### src/rtl/mpn_pkg.sv
package mpn_pkg;

    localparam int MEM_W  = 12;
    localparam int STEP_W = 4;
    localparam int ACC_W  = MEM_W + STEP_W + 6;

    typedef logic signed [MEM_W-1:0] mem_t;
    typedef logic        [STEP_W-1:0] step_t;
    typedef logic signed [ACC_W-1:0] acc_t;

    typedef struct packed {
        step_t alpha;
        mem_t  lo_lim;
        mem_t  hi_lim;
        mem_t  fire_lvl;
    } cell_cfg_t;

    // Saturate a wide intermediate back into the membrane range.
    function automatic mem_t clamp_mem(acc_t x, mem_t lo, mem_t hi);
        acc_t lo_e;
        acc_t hi_e;
        lo_e = acc_t'(lo);
        hi_e = acc_t'(hi);
        if (x < lo_e)
            return lo;
        else if (x > hi_e)
            return hi;
        else
            return mem_t'(x);
    endfunction

    // Net spike count scaled by the unsigned step size.
    function automatic acc_t scaled_step(step_t a, acc_t net);
        return net * acc_t'({1'b0, a});
    endfunction

endpackage

### src/rtl/mpn_cell.sv
module mpn_cell
    import mpn_pkg::*;
#(
    parameter int N_EXC = 1,
    parameter int N_INH = 2
)
(
    input  logic             clk,
    input  logic             rst,
    input  logic             en,
    input  logic [N_EXC-1:0] exc,
    input  logic [N_INH-1:0] inh,
    input  cell_cfg_t        cfg,
    output logic             spike,
    output mem_t             mem
);

    acc_t net;
    acc_t target;

    // Count excitatory minus inhibitory spikes in this step.
    always_comb begin
        net = '0;
        for (int i = 0; i < N_EXC; i++)
            net = net + acc_t'({1'b0, exc[i]});
        for (int j = 0; j < N_INH; j++)
            net = net - acc_t'({1'b0, inh[j]});
    end

    assign target = acc_t'(mem) + scaled_step(cfg.alpha, net);

    // Spike decision uses the membrane held before this update.
    always_ff @(posedge clk) begin
        if (rst) begin
            mem   <= cfg.lo_lim;
            spike <= 1'b0;
        end else if (en) begin
            spike <= ($signed(mem) >= $signed(cfg.fire_lvl));
            mem   <= clamp_mem(target, cfg.lo_lim, cfg.hi_lim);
        end
    end

endmodule

### src/rtl/spike_mp_net.sv
module spike_mp_net
    import mpn_pkg::*;
#(
    parameter int NUM_IN = 2
)
(
    input  logic                    clk,
    input  logic                    rst,
    input  logic                    en,
    input  logic [NUM_IN-1:0]       in_spk,
    input  logic                    gamma_spk,
    input  logic [STEP_W-1:0]       step_alpha,
    input  logic signed [MEM_W-1:0] mem_lo,
    input  logic signed [MEM_W-1:0] mem_hi,
    input  logic signed [MEM_W-1:0] fire_lvl,
    output logic [NUM_IN-1:0]       out_spk,
    output logic                    z_spk
);

    localparam int N_CELL = NUM_IN + 1;

    cell_cfg_t                     cfg;
    logic [N_CELL-1:0][MEM_W-1:0]  mem_v;

    assign cfg = '{alpha: step_alpha, lo_lim: mem_lo, hi_lim: mem_hi, fire_lvl: fire_lvl};

    // Input cells: excited by their stream, inhibited by self and by z.
    generate
        for (genvar i = 0; i < NUM_IN; i++) begin : g_in
            mpn_cell #(.N_EXC(1), .N_INH(2)) u_cell (
                .clk   (clk),
                .rst   (rst),
                .en    (en),
                .exc   (in_spk[i]),
                .inh   ({z_spk, out_spk[i]}),
                .cfg   (cfg),
                .spike (out_spk[i]),
                .mem   (mem_v[i])
            );
        end
    endgenerate

    // Constraint cell: excited by all input-cell spikes, inhibited by the budget.
    mpn_cell #(.N_EXC(NUM_IN), .N_INH(1)) u_constraint (
        .clk   (clk),
        .rst   (rst),
        .en    (en),
        .exc   (out_spk),
        .inh   (gamma_spk),
        .cfg   (cfg),
        .spike (z_spk),
        .mem   (mem_v[NUM_IN])
    );

endmodule

### config.mk
export PLATFORM = sky130hd
export DESIGN_NAME = spike_mp_net
export DESIGN_NICKNAME = d
export VERILOG_FILES = /design/src/rtl/mpn_pkg.sv /design/src/rtl/mpn_cell.sv /design/src/rtl/spike_mp_net.sv
export SDC_FILE = /design/constraint.sdc
export NUM_CORES = 1
export LEC_CHECK = 0
export ABC_AREA = 1
export ABC_CLOCK_PERIOD_IN_PS = 6500
export CAP_MARGIN = 30
export CORE_ASPECT_RATIO = 1.25
export CORE_MARGIN = 2
export CORE_UTILIZATION = 45
export CTS_BUF_LIST = sky130_fd_sc_hd__clkbuf_4 sky130_fd_sc_hd__clkbuf_8
export CTS_CLUSTER_SIZE = 16
export DETAILED_ROUTE_END_ITERATION = 10
export HOLD_SLACK_MARGIN = 0.06
export RECOVER_POWER = 25
export SLEW_MARGIN = 25
export SYNTH_ARGS = -nofsm -noshare
export SYNTH_HDL_FRONTEND = slang
export SYNTH_SLANG_ARGS = --single-unit
### constraint.sdc
create_clock -name clk -period 6.5 [get_ports clk]
set_input_delay 0.975 -clock clk [delete_from_list [all_inputs] [get_ports clk]]
set_output_delay 0.975 -clock clk [all_outputs]
set_load 0.02 [all_outputs]
==> metrics.yaml, run 1 <==
floorplan:
  fp.dieH_um: 191
  rows: 68
  coreArea_sq_um: 27600
  die-area_sq_um: 29300
  die_width_um: 154
  ioPinCount: 49
  start_util_pct: 45.6
clocking:
  cts_tree: "yes"
  ctsRootBufferMaster: "clkbuf_8"
  clockBufferDepth: 2
  numCtsBuffers: 5
  clk_latency_ps: 320
  cts-htree-levels: 2
  clkSinkCount: 39
  path_clk_slew_ps: 100
layout:
  synthToLayoutAreaGrowth_pct: 35.7
  layoutNonFillerInstCount: 2408
  antenna_cells: 0
  nNetsFinal: 2468
  drive_gt1_share_pct: 26.1
global_route:
  grt_pass1_vias: 12360
  grt_max_degree: 37
  grt_pass1_wl_um: 61900
  grt_antenna_before_repair: 0
  grt-ovfl-total: 0
  track_usage_pct: 26.5
placement:
  place_congestion: 0.964
  dp.final_hpwl_um: 32500
  io_buffers: 48
  dp_cells: 2373
timing:
  slew_violations: 37
  setup_viol: 0
  finalWorstPathRequiredPeriod_ps: 6230
  finalHoldViolations: 0
  whs_ps: 529
  clock_skew_ps: 14.5
  fmax_mhz: 161
  slew_headroom_pct: -51.1
  worst_slew_pin_slew_ps: 2270
  finalCritPeriodShare_pct: 95.8
outcome:
  status: "finished with violations"
  violations: "capacitance limit, slew limit"
synth:
  yosys_warnings: 0
  syn_nets: 2175
  synth_area_sq_um: 12600
  synthTopCellsByArea: "ha_1, fa_1, nand2_1"
  synthDistinctLibCells: 37
  synth.top_cell.area_share_pct: 24.8
  synth_area_per_cell_sq_um: 7.13
  ys_seq_elements: 39
  seq_area_frac_synth_pct: 9.08
  synthCells: 1764
  yosysTopAreaCell: "ha_1"
setup_path:
  r2r-start: "g_in[0].u_cell.spike$_SDFFE_PP0P_"
  cp_max_fo: 6
  critical_path_required_ps: 6580
  reg2reg_to: "u_constraint.mem[9]$_DFFE_PP_"
  ff2ff_setup_slack_ps: 640
  crit_type: "in -> reg"
  crit_end: "u_constraint.mem[9]$_DFFE_PP_"
  worst_path_most_repeated_cell: "nand2_1"
  start_kind: "input pin"
  critPathArrivalTime_ps: 6310
  crit_start: "gamma_spk"
  slowest_delay_ps: 500
  reg2regPathDepth: 34
  cp_slowest_cell: "fa_1"
  endpoint_kind: "register"
route:
  drt_iter0_drc: 597
  vias: 12260
  vias_per_cell: 5.09
  drc: 0
  drtAntennaViolNets: 0
  wire_per_inst_um: 16.3
  wirelength_um: 39300
  firstDrtPassIters: 7
min_path:
  whs_path_depth: 2
  hold_class: "reg -> reg"
flow_run:
  max_cap_viol_count: 1
## stage by stage
stage                     TNS (ps)  setup slack, ps  instance area, sq um  utilization, %
after global placement      -20090             -760                 15100            54.9
after floorplan                  0             7.82                 12600               -
final                            0              270                 17100            61.9
after detailed placement    -23410             -890                 15100            54.9
after global routing          -373            -63.5                 17100            61.9
after CTS                   -0.732           -0.732                 15700            56.8
## placed cells by master, fill, tap and decap left out, types with 12 or more instances in the layout
cell	netlist	routed
o21ai_0	33	17
nand3_1	107	93
clkdlybuf4s50_1	0	45
ha_1	249	199
a21o_1	15	15
a21oi_1	95	62
buf_4	3	235
xor2_2	0	12
xor2_1	36	22
nor2_1	100	85
a21oi_2	0	23
nor2_2	6	13
nand4_1	18	18
nand3_2	6	17
edfxtp_1	36	36
inv_1	414	388
nand2_1	451	392
nand2_2	5	53
inv_2	2	15
fa_1	116	109
ha_4	0	48
buf_6	6	12
## cell families (layout without fill, tap and decap cells)
logic type	Yosys count	in the layout	share of synthesized area [%]
simple gates	716	717	23.8
flops	39	39	9.08
xor+xnor	44	44	3.07
compound gates	167	167	7.32
buf+inv	433	726	13.5
fa+ha+maj	365	365	43.3
## registers in the layout (all words and copies together), names as in the netlist
| register | count |
|---|---|
| u_constraint.spike | 1 |
| g_in.u_cell.mem | 24 |
| g_in.u_cell.spike | 2 |
| u_constraint.mem | 12 |
## layout make-up
| type | instances | area (sq um) |
|---|---|---|
| clock inverters | 3 | 20.0 |
| inverters | 416 | 1600 |
| repair inverters | 1 | 6.26 |
| multi-input cells | 1293 | 11300 |
| flip-flops and latches | 39 | 1140 |
| fillers | 2519 | 10500 |
| clock buffers | 5 | 68.8 |
| well taps | 350 | 438 |
| repair buffers | 301 | 2480 |
## routing by layer
| metal | GRT usage, % | share of wire (%) | vias up | routed length, um |
|---|---|---|---|---|
| met5 | 0 | 0 | - | 0 |
| met3 | 3.23 | 5.0 | 67 | 1980 |
| met4 | 8.01 | 3.3 | 0 | 1280 |
| met1 | 32.2 | 40 | 5820 | 15900 |
| met2 | 49.0 | 51 | 271 | 20100 |
| li1 | - | - | 6102 | - |
## how the worst min path moves through the flow
stage | startpoint | end | slack, ps
after CTS | g_in[1].u_cell.spike$_SDFFE_PP0P_ | g_in[1].u_cell.spike$_SDFFE_PP0P_ | 540
after floorplan | g_in[1].u_cell.spike$_SDFFE_PP0P_ | g_in[1].u_cell.spike$_SDFFE_PP0P_ | 470
after global placement | g_in[1].u_cell.spike$_SDFFE_PP0P_ | g_in[1].u_cell.spike$_SDFFE_PP0P_ | 510
after global routing | g_in[1].u_cell.spike$_SDFFE_PP0P_ | g_in[1].u_cell.spike$_SDFFE_PP0P_ | 530
after detailed placement | g_in[1].u_cell.spike$_SDFFE_PP0P_ | g_in[1].u_cell.spike$_SDFFE_PP0P_ | 510
final | g_in[1].u_cell.spike$_SDFFE_PP0P_ | g_in[1].u_cell.spike$_SDFFE_PP0P_ | 530
## critical path: cells and delay by family
kind,cells,cell delay (ps)
buffers and inverters,9,1170
adders and majority gates,7,2420
and+or+nand+nor,15,1280
xor gates and xnor gates,1,310
AOI/OAI and AO/OA,1,160
## what timing repair did
item | CTS | global route
pin swaps | 30 | 117
cloned | 1 | 3
buffers inserted | 8 | 15
hold endpoints to repair | 0 | 0
hold buffers | 0 | 0
setup endpoints to repair | 36 | 36
resized for setup | 80 | 263
## Yosys cell counts, drive strengths merged
cell type / n
dfxtp: 3
ha: 249
a211oi: 4
o31ai: 1
edfxtp: 36
buf: 16
a31oi: 4
or3: 2
inv: 416
fa: 116
a311oi: 1
nor4: 5
xor2: 36
a21o: 15
nand4: 18
clkbuf: 1
o21a: 1
nand3: 113
o21ai: 37
nor2: 107
nor3: 9
xnor2: 8
and2: 1
or2: 4
a21boi: 4
o21bai: 5
nor3b: 1
a21oi: 95
nand2: 456
Power of run 1 is left out: the tool's default activity adds up to more than one toggle a clock period on the data nets, which glitch-free logic cannot reach.
==> run 2, diff against run 1 <==
--- a/config.mk
+++ b/config.mk
@@ -15,8 +15,10 @@
 export CTS_CLUSTER_SIZE = 16
 export DETAILED_ROUTE_END_ITERATION = 10
 export HOLD_SLACK_MARGIN = 0.06
+export PLACE_DENSITY = 0.65
 export RECOVER_POWER = 25
 export SLEW_MARGIN = 25
 export SYNTH_ARGS = -nofsm -noshare
 export SYNTH_HDL_FRONTEND = slang
+export SYNTH_HIERARCHICAL = 1
 export SYNTH_SLANG_ARGS = --single-unit
==> run 2 against run 1 <==
Net effect: the run now ends clean; synthesized cell count fell by 30%; sequential cell count did not move; final cell count fell by 35%; global-route usage fell by 2.7 points; design area fell by 39%; non-clock buffer count fell by 181; critical path type unchanged; first-iteration DRC count rose by 3.2%; setup slack got worse by 46 ps; hold slack improved by 110 ps; core utilization fell by 4.9 points; largest cell class unchanged; die area fell by 32%.
==> metrics.yaml, run 2 <==
outcome:
  status: "finished clean"
setup_path:
  crit_type: "in -> reg"
  slowest_delay_ps: 520  # +20 ps
  endpoint_kind: "register"
  critPathArrivalTime_ps: 6340  # +30 ps
  start_kind: "input pin"
  cp_max_fo: 6  # unchanged
  crit_family: "adder cells"
  critical_path_required_ps: 6560  # -20 ps
  cp_slowest_cell: "fa_1"
  worst-path-buf-inv: 7  # -2
  worst_path_most_repeated_cell: "nand2_2"
synth:
  seq_area_frac_synth_pct: 13.5  # +4.5 points
  synth.top_cells.by_count: "nand2_1, inv_1, ha_1, nand3_1, a21oi_1"
  synth-edff-count: 36  # unchanged
  synthArstFlopShare_pct: 0  # unchanged
  yosys_warnings: 6  # +6
  synth_area_sq_um: 8420  # -33%
  synth_area_per_cell_sq_um: 6.84  # -4.1%
  synth.most_common_cell: "nand2_1"
  synthTopCellsByArea: "ha_1, nand2_1, inv_1"
  synthDistinctLibCells: 30  # -19%
  syn_nets: 1505  # -31%
  yosysTopAreaCell: "ha_1"
  synth.top_cell.area_share_pct: 29.4  # +4.6 points
  synthFlopType: "edfxtp_1"
  ys_seq_elements: 39  # unchanged
  synthCells: 1232  # -30%
route:
  drc: 0  # unchanged
  firstDrtPassIters: 5  # -2
  drtAntennaViolNets: 0  # unchanged
  vias_per_cell: 5.15  # +1.2%
  wirelength_um: 23900  # -39%
  wire_per_inst_um: 15.2  # -7.0%
  vias: 8118  # -34%
  drt_iter0_drc: 616  # +3.2%
floorplan:
  die-area_sq_um: 19800  # -32%
  die_width_um: 126  # -18%
  fp.dieH_um: 157  # -18%
  coreArea_sq_um: 18200  # -34%
  ioPinCount: 49  # unchanged
  rows: 55  # -19%
  start_util_pct: 46.2  # +0.58 points
global_route:
  grt_pass1_wl_um: 37500  # -39%
  track_usage_pct: 23.8  # -2.7 points
  grt_max_degree: 13  # -65%
  grt_antenna_before_repair: 0  # unchanged
  grt-ovfl-total: 0  # unchanged
  grt_pass1_vias: 7729  # -37%
timing:
  worst_slew_pin_slew_ps: 829  # -1440 ps
  clock_skew_ps: 4.40  # -10.1 ps
  fmax_mhz: 159  # -0.73%
  finalHoldViolations: 0  # unchanged
  slew_headroom_pct: 44.7  # +96 points
  rsz0062_at_grt: "yes"
  setup_viol: 0  # unchanged
  whs_ps: 635  # +106 ps
  finalCritPeriodShare_pct: 96.5  # +0.70 points
  finalWorstPathRequiredPeriod_ps: 6280  # +45.6 ps
  slew_violations: 0  # -100%
layout:
  antenna_cells: 0  # unchanged
  reg_top3: "g_in.u_cell/mem (24), u_constraint/mem (12), g_in.u_cell/spike (2)"
  nNetsFinal: 1619  # -34%
  mostFrequentLayoutCells: "nand2_1, inv_1, ha_1"
  largest_reg_flops: 24  # unchanged
  synthToLayoutAreaGrowth_pct: 23.4
  drive_gt1_share_pct: 15.5  # -11 points
  fillers: 1720  # -32%
  largest-register: "g_in.u_cell/mem"
  final_common_cell: "nand2_1"
clocking:
  numCtsBuffers: 5  # unchanged
  cts_tree: "yes"
  clockBufferDepth: 2  # unchanged
  clkSinkCount: 39  # unchanged
  clk_latency_ps: 300  # -20 ps
  path_clk_slew_ps: 80  # -20 ps
  cts-htree-levels: 2  # unchanged
  cts_hold_buffers: 0  # unchanged
  ctsRootBufferMaster: "clkbuf_8"
placement:
  dp.final_hpwl_um: 20000  # -39%
  io_buffers: 48  # unchanged
  place_congestion: 0.913  # -5.3%
flow_run:
  max_cap_viol_count: 0  # -1
min_path:
  hold_class: "reg -> reg"
[run 2: cell types whose count changed after synthesis, sizes merged, moves of 37 or more]
cell and change:
ha -51, inv -119, nor2 -45, nand2 -106
nand3 -37, fa -87
[run 2: worst min-delay path: cells and delay by family, from the launching register on]
| family | cells | cell delay, ps |
|---|---|---|
| AND/OR/NAND/NOR | 3 | 200 |
| flip-flops | 1 | 360 |
| buffers and inverters | 1 | 30 |
[run 2: through the flow]
step	cells	area (sq um)	setup slack (ps)	util, %	setup TNS (ps)
6_report	1575	10400	224	57.0	0
5_1_grt	1575	10400	-4.66	57.0	-4.66
2_1_floorplan	1232	8420	352	-	0
3_3_place_gp	1555	9560	-270	52.4	-7400
3_5_place_dp	1555	9560	-397	52.4	-10110
4_1_cts	1563	9710	8.32	53.3	0
[run 2: kinds of logic after synthesis]
kind of cell | synth area share (%)
adder cells (fa/ha/maj) | 36.3
flip-flops | 13.5
buffers and inverters | 14.6
AND/OR/NAND/NOR | 28.3
XOR/XNOR | 2.08
AO/OA/AOI/OAI | 5.15
[run 2: final cells by class]
type	instances	area (sq um)	area share [%]
Multi-Input combinational cell	880	6630	63.8
Sequential cell	39	1140	11.0
Inverter	297	1130	10.8
Timing Repair Buffer	120	1060	10.2
Tap cell	228	285	2.74
Clock buffer	6	76.3	0.734
Clock inverter	2	60.1	0.578
Timing Repair inverter	3	21.3	0.205
[run 2: worst paths after layout]
check                                                          to  slack (ps)                         startpoint  cells past startpoint
worst min register to register  g_in[0].u_cell/spike$_SDFFE_PP0P_         630  g_in[0].u_cell/spike$_SDFFE_PP0P_                      4
worst min-delay path            g_in[0].u_cell/spike$_SDFFE_PP0P_         630  g_in[0].u_cell/spike$_SDFFE_PP0P_                      4
worst max register to register      u_constraint/mem[3]$_DFFE_PP_         810  g_in[1].u_cell/spike$_SDFFE_PP0P_                     30
worst max-delay path                u_constraint/mem[3]$_DFFE_PP_         220                          gamma_spk                     30
[run 2: metal layers]
layer  vias to the layer above  share of wire, %  global-route usage [%]
li1                       4116                 -                       -
met1                      3722                45                    31.4
met2                       227                46                    40.4
met3                        53               5.1                    1.90
met4                         0               3.9                    9.37
met5                         -                 0                       0
[run 2: what timing repair did]
action | 4_1_cts | 5_1_grt
cloned | 0 | 7
setup endpoints to repair | 17 | 36
pin swaps | 1 | 63
hold endpoints to repair | 0 | 0
gates resized for setup | 4 | 137
buffers inserted | 0 | 5
Power of run 2 is left out for the same reason.
